==> src/rtl/pectx_pkg.sv <==
package pectx_pkg;

    typedef enum logic [1:0] {
        MODE_IDLE   = 2'd0,
        MODE_KERNEL = 2'd1,
        MODE_VECTOR = 2'd2,
        MODE_SCALAR = 2'd3
    } pe_mode_e;

    typedef struct packed {
        logic alloc;
        logic dealloc;
        logic disp;
        logic trap;
        logic iend;
        logic exit_req;
    } pe_cmd_t;

    // Modes in which a pending broadcast may be taken at a boundary
    function automatic logic may_resume(pe_mode_e m);
        return (m == MODE_KERNEL) || (m == MODE_SCALAR);
    endfunction

endpackage

==> src/rtl/ready_pick.sv <==
module ready_pick #(
    parameter int NCTX = 4,
    localparam int CPW = $clog2(NCTX)
) (
    input  logic [NCTX-1:0] cand_i,
    output logic            found_o,
    output logic [CPW-1:0]  idx_o
);
    // Lowest-numbered candidate above the kernel slot wins
    always_comb begin
        found_o = 1'b0;
        idx_o   = '0;
        for (int i = NCTX - 1; i >= 1; i--) begin
            if (cand_i[i]) begin
                found_o = 1'b1;
                idx_o   = CPW'(i);
            end
        end
    end
endmodule

==> src/rtl/bcast_latch.sv <==
module bcast_latch #(
    parameter int WORD_W = 32
) (
    input  logic              clk,
    input  logic              rst,
    input  logic              bv_i,
    input  logic [WORD_W-1:0] word_i,
    input  logic              enable_i,
    input  logic              consume_i,
    input  logic              clr_i,
    output logic              vip_o,
    output logic [WORD_W-1:0] word_o,
    output logic              overrun_o
);
    logic              vip_q;
    logic              ovr_q;
    logic [WORD_W-1:0] word_q;

    always_ff @(posedge clk) begin
        if (rst) begin
            vip_q  <= 1'b0;
            ovr_q  <= 1'b0;
            word_q <= '0;
        end else if (clr_i) begin
            vip_q <= 1'b0;
            ovr_q <= 1'b0;
        end else if (bv_i && enable_i) begin
            word_q <= word_i;
            vip_q  <= 1'b1;
            if (vip_q && !consume_i) ovr_q <= 1'b1;
        end else if (consume_i) begin
            vip_q <= 1'b0;
        end
    end

    assign vip_o     = vip_q;
    assign word_o    = word_q;
    assign overrun_o = ovr_q;

    // a disabled latch never picks up a broadcast
    assert_mask_ignore_R8: assert property (@(posedge clk) disable iff (rst)
        (!enable_i && !vip_q) |=> !vip_q);

    // overrun stays set until cleared
    assert_overrun_sticky_R10: assert property (@(posedge clk) disable iff (rst)
        (ovr_q && !clr_i) |=> ovr_q);

endmodule

==> src/rtl/ctx_fsm.sv <==
module ctx_fsm
    import pectx_pkg::*;
#(
    parameter int NCTX = 4,
    localparam int CPW = $clog2(NCTX)
) (
    input  logic            clk,
    input  logic            rst,
    input  pe_cmd_t         cmd_i,
    input  logic [CPW-1:0]  aslot_i,
    input  logic [CPW-1:0]  dslot_i,
    input  logic            mask_i,
    input  logic            vip_i,
    input  logic            ready_found_i,
    input  logic [CPW-1:0]  ready_idx_i,
    output pe_mode_e        mode_o,
    output logic [CPW-1:0]  cpp_o,
    output logic            simd_alloc_o,
    output logic [CPW-1:0]  simd_slot_o,
    output logic [NCTX-1:0] mimd_res_o,
    output logic            suspend_o,
    output logic            done_o,
    output logic            accept_o
);
    pe_mode_e        mode_q;
    logic [CPW-1:0]  cpp_q;
    logic            simd_alloc_q;
    logic [CPW-1:0]  simd_slot_q;
    logic [NCTX-1:0] mimd_res_q;
    logic            suspend_q;
    logic            done_q;

    logic accept, disp_ok, alloc_ok;

    always_comb begin
        accept   = cmd_i.iend && vip_i && simd_alloc_q && !cmd_i.trap && !cmd_i.dealloc
                   && ((mode_q == MODE_VECTOR) || (may_resume(mode_q) && !mask_i));
        disp_ok  = cmd_i.disp && (dslot_i != '0)
                   && !(simd_alloc_q && (dslot_i == simd_slot_q));
        alloc_ok = cmd_i.alloc && (aslot_i != '0) && (mode_q != MODE_VECTOR);
    end

    always_ff @(posedge clk) begin
        if (rst) begin
            mode_q       <= MODE_IDLE;
            cpp_q        <= '0;
            simd_alloc_q <= 1'b0;
            simd_slot_q  <= '0;
            mimd_res_q   <= '0;
            suspend_q    <= 1'b0;
            done_q       <= 1'b0;
        end else begin
            done_q <= cmd_i.iend && (mode_q == MODE_VECTOR) && !cmd_i.trap;
            if (alloc_ok && !cmd_i.dealloc) begin
                simd_alloc_q <= 1'b1;
                simd_slot_q  <= aslot_i;
            end
            if (mode_q == MODE_IDLE) begin
                if (disp_ok) mimd_res_q[dslot_i] <= 1'b1;
                if (disp_ok || alloc_ok) mode_q <= MODE_KERNEL;
            end else if (cmd_i.trap) begin
                mode_q <= MODE_KERNEL;
                cpp_q  <= '0;
                if (mode_q == MODE_VECTOR) begin
                    suspend_q <= 1'b1;
                    if (ready_found_i) begin
                        mode_q <= MODE_SCALAR;
                        cpp_q  <= ready_idx_i;
                    end
                end
            end else if (cmd_i.dealloc) begin
                simd_alloc_q <= 1'b0;
                suspend_q    <= 1'b0;
                if (mode_q == MODE_VECTOR) begin
                    mode_q <= MODE_KERNEL;
                    cpp_q  <= '0;
                end
            end else if (accept) begin
                mode_q    <= MODE_VECTOR;
                cpp_q     <= simd_slot_q;
                suspend_q <= 1'b0;
            end else if ((mode_q == MODE_SCALAR) && cmd_i.iend && cmd_i.exit_req) begin
                mimd_res_q[cpp_q] <= 1'b0;
                mode_q            <= MODE_KERNEL;
                cpp_q             <= '0;
            end else if ((mode_q != MODE_VECTOR) && disp_ok) begin
                mimd_res_q[dslot_i] <= 1'b1;
                mode_q              <= MODE_SCALAR;
                cpp_q               <= dslot_i;
            end else if ((mode_q == MODE_KERNEL) && !alloc_ok
                         && (mimd_res_q == '0) && !simd_alloc_q) begin
                mode_q <= MODE_IDLE;
            end
        end
    end

    assign mode_o       = mode_q;
    assign cpp_o        = cpp_q;
    assign simd_alloc_o = simd_alloc_q;
    assign simd_slot_o  = simd_slot_q;
    assign mimd_res_o   = mimd_res_q;
    assign suspend_o    = suspend_q;
    assign done_o       = done_q;
    assign accept_o     = accept;

    // in vector mode the pointer sits on the allocated vector slot
    assert_vector_ptr_R4: assert property (@(posedge clk) disable iff (rst)
        (mode_q == MODE_VECTOR) |-> (simd_alloc_q && (cpp_q == simd_slot_q)));

    // completion only follows a boundary in vector mode
    assert_done_source_R5: assert property (@(posedge clk) disable iff (rst)
        done_q |-> ($past(cmd_i.iend) && ($past(mode_q) == MODE_VECTOR)));

    // a trap during vector execution requests suspension
    assert_trap_vector_R6: assert property (@(posedge clk) disable iff (rst)
        (cmd_i.trap && (mode_q == MODE_VECTOR)) |=> suspend_q);

    // a trap in scalar mode lands on the kernel slot
    assert_trap_scalar_R7: assert property (@(posedge clk) disable iff (rst)
        (cmd_i.trap && (mode_q == MODE_SCALAR)) |=> ((mode_q == MODE_KERNEL) && (cpp_q == '0)));

    // deallocation drops the vector allocation
    assert_dealloc_R9: assert property (@(posedge clk) disable iff (rst)
        (cmd_i.dealloc && !cmd_i.trap && (mode_q != MODE_IDLE)) |=> !simd_alloc_q);

endmodule

==> src/rtl/pe_ctx_switch.sv <==
module pe_ctx_switch
    import pectx_pkg::*;
#(
    parameter int NCTX   = 4,
    parameter int WORD_W = 32,
    localparam int CPW   = $clog2(NCTX)
) (
    input  logic              clk,
    input  logic              rst,
    input  logic              bcast_valid_i,
    input  logic [WORD_W-1:0] bcast_word_i,
    input  logic              mask_i,
    input  logic              alloc_i,
    input  logic [CPW-1:0]    alloc_slot_i,
    input  logic              dealloc_i,
    input  logic              trap_i,
    input  logic              instr_end_i,
    input  logic              dispatch_i,
    input  logic [CPW-1:0]    dispatch_slot_i,
    input  logic              exit_i,
    output logic [1:0]        mode_o,
    output logic [CPW-1:0]    cpp_o,
    output logic              fetch_vec_o,
    output logic              done_o,
    output logic              suspend_o,
    output logic              overrun_o,
    output logic [WORD_W-1:0] vec_word_o
);
    pe_cmd_t         cmd;
    pe_mode_e        mode;
    logic            simd_alloc, accept, vip, ready_found;
    logic [CPW-1:0]  simd_slot, ready_idx;
    logic [NCTX-1:0] mimd_res, simd_onehot, cand;

    always_comb begin
        cmd.alloc    = alloc_i;
        cmd.dealloc  = dealloc_i;
        cmd.disp     = dispatch_i;
        cmd.trap     = trap_i;
        cmd.iend     = instr_end_i;
        cmd.exit_req = exit_i;
        simd_onehot  = simd_alloc ? (NCTX'(1) << simd_slot) : '0;
        cand         = mimd_res & ~simd_onehot;
    end

    ready_pick #(.NCTX(NCTX)) u_pick (
        .cand_i  (cand),
        .found_o (ready_found),
        .idx_o   (ready_idx)
    );

    bcast_latch #(.WORD_W(WORD_W)) u_latch (
        .clk       (clk),
        .rst       (rst),
        .bv_i      (bcast_valid_i),
        .word_i    (bcast_word_i),
        .enable_i  (simd_alloc && !mask_i),
        .consume_i (accept),
        .clr_i     (dealloc_i && (mode != MODE_IDLE)),
        .vip_o     (vip),
        .word_o    (vec_word_o),
        .overrun_o (overrun_o)
    );

    ctx_fsm #(.NCTX(NCTX)) u_fsm (
        .clk           (clk),
        .rst           (rst),
        .cmd_i         (cmd),
        .aslot_i       (alloc_slot_i),
        .dslot_i       (dispatch_slot_i),
        .mask_i        (mask_i),
        .vip_i         (vip),
        .ready_found_i (ready_found),
        .ready_idx_i   (ready_idx),
        .mode_o        (mode),
        .cpp_o         (cpp_o),
        .simd_alloc_o  (simd_alloc),
        .simd_slot_o   (simd_slot),
        .mimd_res_o    (mimd_res),
        .suspend_o     (suspend_o),
        .done_o        (done_o),
        .accept_o      (accept)
    );

    assign mode_o      = mode;
    assign fetch_vec_o = (mode == MODE_VECTOR);

endmodule

==> config.mk <==
export PLATFORM = sky130hd
export DESIGN_NAME = pe_ctx_switch
export DESIGN_NICKNAME = d
export VERILOG_FILES = /design/src/rtl/pectx_pkg.sv /design/src/rtl/ready_pick.sv /design/src/rtl/bcast_latch.sv /design/src/rtl/ctx_fsm.sv /design/src/rtl/pe_ctx_switch.sv
export SDC_FILE = /design/constraint.sdc
export NUM_CORES = 1
export LEC_CHECK = 0
export ABC_CLOCK_PERIOD_IN_PS = 4950
export BUFFER_PORTS_ARGS = -buffer_cell sky130_fd_sc_hd__buf_4
export CORE_ASPECT_RATIO = 1.4
export CORE_MARGIN = 10
export CORE_UTILIZATION = 29
export DETAILED_ROUTE_END_ITERATION = 10
export HOLD_SLACK_MARGIN = 0.02
export SYNTH_ARGS = -nofsm -noshare
export SYNTH_HDL_FRONTEND = slang
export SYNTH_HIERARCHICAL = 1
export SYNTH_SLANG_ARGS = --single-unit
export TNS_END_PERCENT = 1
==> constraint.sdc <==
create_clock -name clk -period 4.95 [get_ports clk]
set_input_delay 0.2475 -clock clk [delete_from_list [all_inputs] [get_ports clk]]
set_output_delay 0.2475 -clock clk [all_outputs]
set_load 0.01 [all_outputs]
==> flow_summary.ini <==
[route]
wl_um = 6830
first_iter_violations = 47
wl_per_cell_um = 14.9
viasPerCell = 4.81
vias = 2196
ant_nets = 0
drt_first_pass_iters = 4
post-route-drc-count = 0

[grt]
use_met3_pct = 3.05
grt_usage_pct = 9.89
grtUsageMet1_pct = 11.1
grt_busiest_layer = met2
use_met2_pct = 17.4
grt_pass1_wl_um = 10700
grt_overflow = 0
grt_pass1_vias = 2178
antenna_found_initial = 0
grt_max_degree = 80

[clocking]
cts_resized = 0
clk_pin_slew_worst_paths_ps = 60
cts_made_buffers = 5
htree_levels = 2
hold_buffers = 0
cts_buffer_depth = 2
clk-insertion-delay-late_ps = 280
root_buffer = clkbuf_16
cts_setup_buffers = 0
cts_num_sinks = 47
cts_tree = done

[final_layout]
area.sequential_um2 = 941
syn2layout_area_growth_pct = 31.5
drive_above_1_share_pct = 30.1
fin_nets = 397
multi_input_area_um2 = 1420
fillers = 887
antennaDiodeCount = 0

[run_status]
status = finished, final reports clean

[timing]
tightest_slew_ps = 975
period_share_pct = 42.2
final_hold_viol_count = 0
grt_setup_unrepaired = false
min_period_ps = 2090
slew_violations = 0
final-setup-viol-count = 0
finalClockSkew_ps = 6.45
max_freq_ghz = 0.479
setup-tns-final_ps = 0
relSlewSlack_pct = 35.0

[worst_setup_path]
setup.worst_path.start_class = flop
critPathArrivalTime_ps = 2270
critPathKind = reg -> reg
end_kind = flop
required_ps = 5140
path_max_fanout = 19

[power]
cellPowerDensity_nw_per_um2 = 277
finalPower_mw = 0.922
vdd_drop_max_mv = 0.185
leakage_nw = 1.32

[synthesis]
syn-instance-count = 276
syn_nets = 322
yosys_warnings = 6
postSynthAreaPerCell_um2 = 9.18
netlist_area_um2 = 2530

[placement]
gp_congestion = 0.926
hpwlAfterDp_um = 5180
portBuffers = 85

[floorplanning]
die-area_um2 = 12900
io-pin-count = 86
initial_core_util_pct = 29.6
die_x_um = 99.0
die_height_um = 131
core-area_um2 = 8560
placementRows = 40

[flow_run]
drv_cap = 0

[worst_hold_path]
hold_class = in -> reg
## critical path, stage by stage, from the launching register on
cell and delay [ps]:
dfxtp_1 680, nor4b_2 290, nand2_1 90, o41ai_1 380
a211o_1 200, a31oi_1 90, a311oi_1 260
## report_power, final
| group | internal [mW] | switching [mW] | leakage [nW] |
|---|---|---|---|
| clock network | 0.240 | 0.145 | 0.0804 |
| registers | 0.389 | 0.0164 | 0.380 |
| logic | 0.0709 | 0.0606 | 0.855 |
## sequential cells by signal, summed over array words and instances, names as in the netlist
register,cells
u_latch/word_o,32
u_fsm/mimd_res_o,4
u_fsm/cpp_o,2
u_fsm/mode_o,2
u_fsm/simd_slot_o,2
u_fsm/done_o,1
u_fsm/simd_alloc_o,1
u_fsm/suspend_o,1
u_latch/overrun_o,1
u_latch/vip_o,1
## final timing paths
kind	startpoint	endpoint	slack [ps]	depth (start not counted)
worst min-delay path	alloc_slot_i[0]	u_fsm/simd_slot_o[0]	210	3
worst max-delay path	u_fsm/mode_o[0]	u_fsm/mode_o[1]	2860	6
worst min register to register	u_latch/overrun_o	u_latch/overrun_o	470	2
worst max register to register	u_fsm/mode_o[0]	u_fsm/mode_o[1]	2860	6
## area by class of cell
class,instances,area share [%]
repair buffers,85,19.2
well taps,105,3.94
inverters,9,1.01
multi-input cells,203,42.5
flip-flops and latches,47,28.2
clock inverters,3,1.39
clock buffers,5,3.76
## layer usage
| metal | vias up | share of wire [%] |
|---|---|---|
| met1 | 1009 | 41 |
| met5 | - | 0 |
| met2 | 75 | 50 |
| met3 | 9 | 7.8 |
| met4 | 0 | 1.3 |
| li1 | 1103 | - |
## layout by cell type, fill, tap and decap left out, types with 6 or more instances in the layout
cell	count
buf_4	85
nand2b_1	66
dfxtp_1	47
mux2i_1	34
nor2_1	18
nand2_1	10
inv_1	9
a21oi_1	7
a211oi_1	6
## stage by stage
step | util, % | setup slack, ps | instance area [um^2] | cells | hold WS, ps
floorplan | - | 3320 | 2530 | 276 | 316
global placement | 36.9 | 2960 | 3160 | 449 | 460
detailed placement | 36.9 | 2880 | 3160 | 449 | 464
CTS | 38.9 | 2890 | 3330 | 457 | 205
global route | 38.9 | 2740 | 3330 | 457 | 231
finish | 38.9 | 2860 | 3330 | 457 | 207
(Power assumes the default switching activity.)
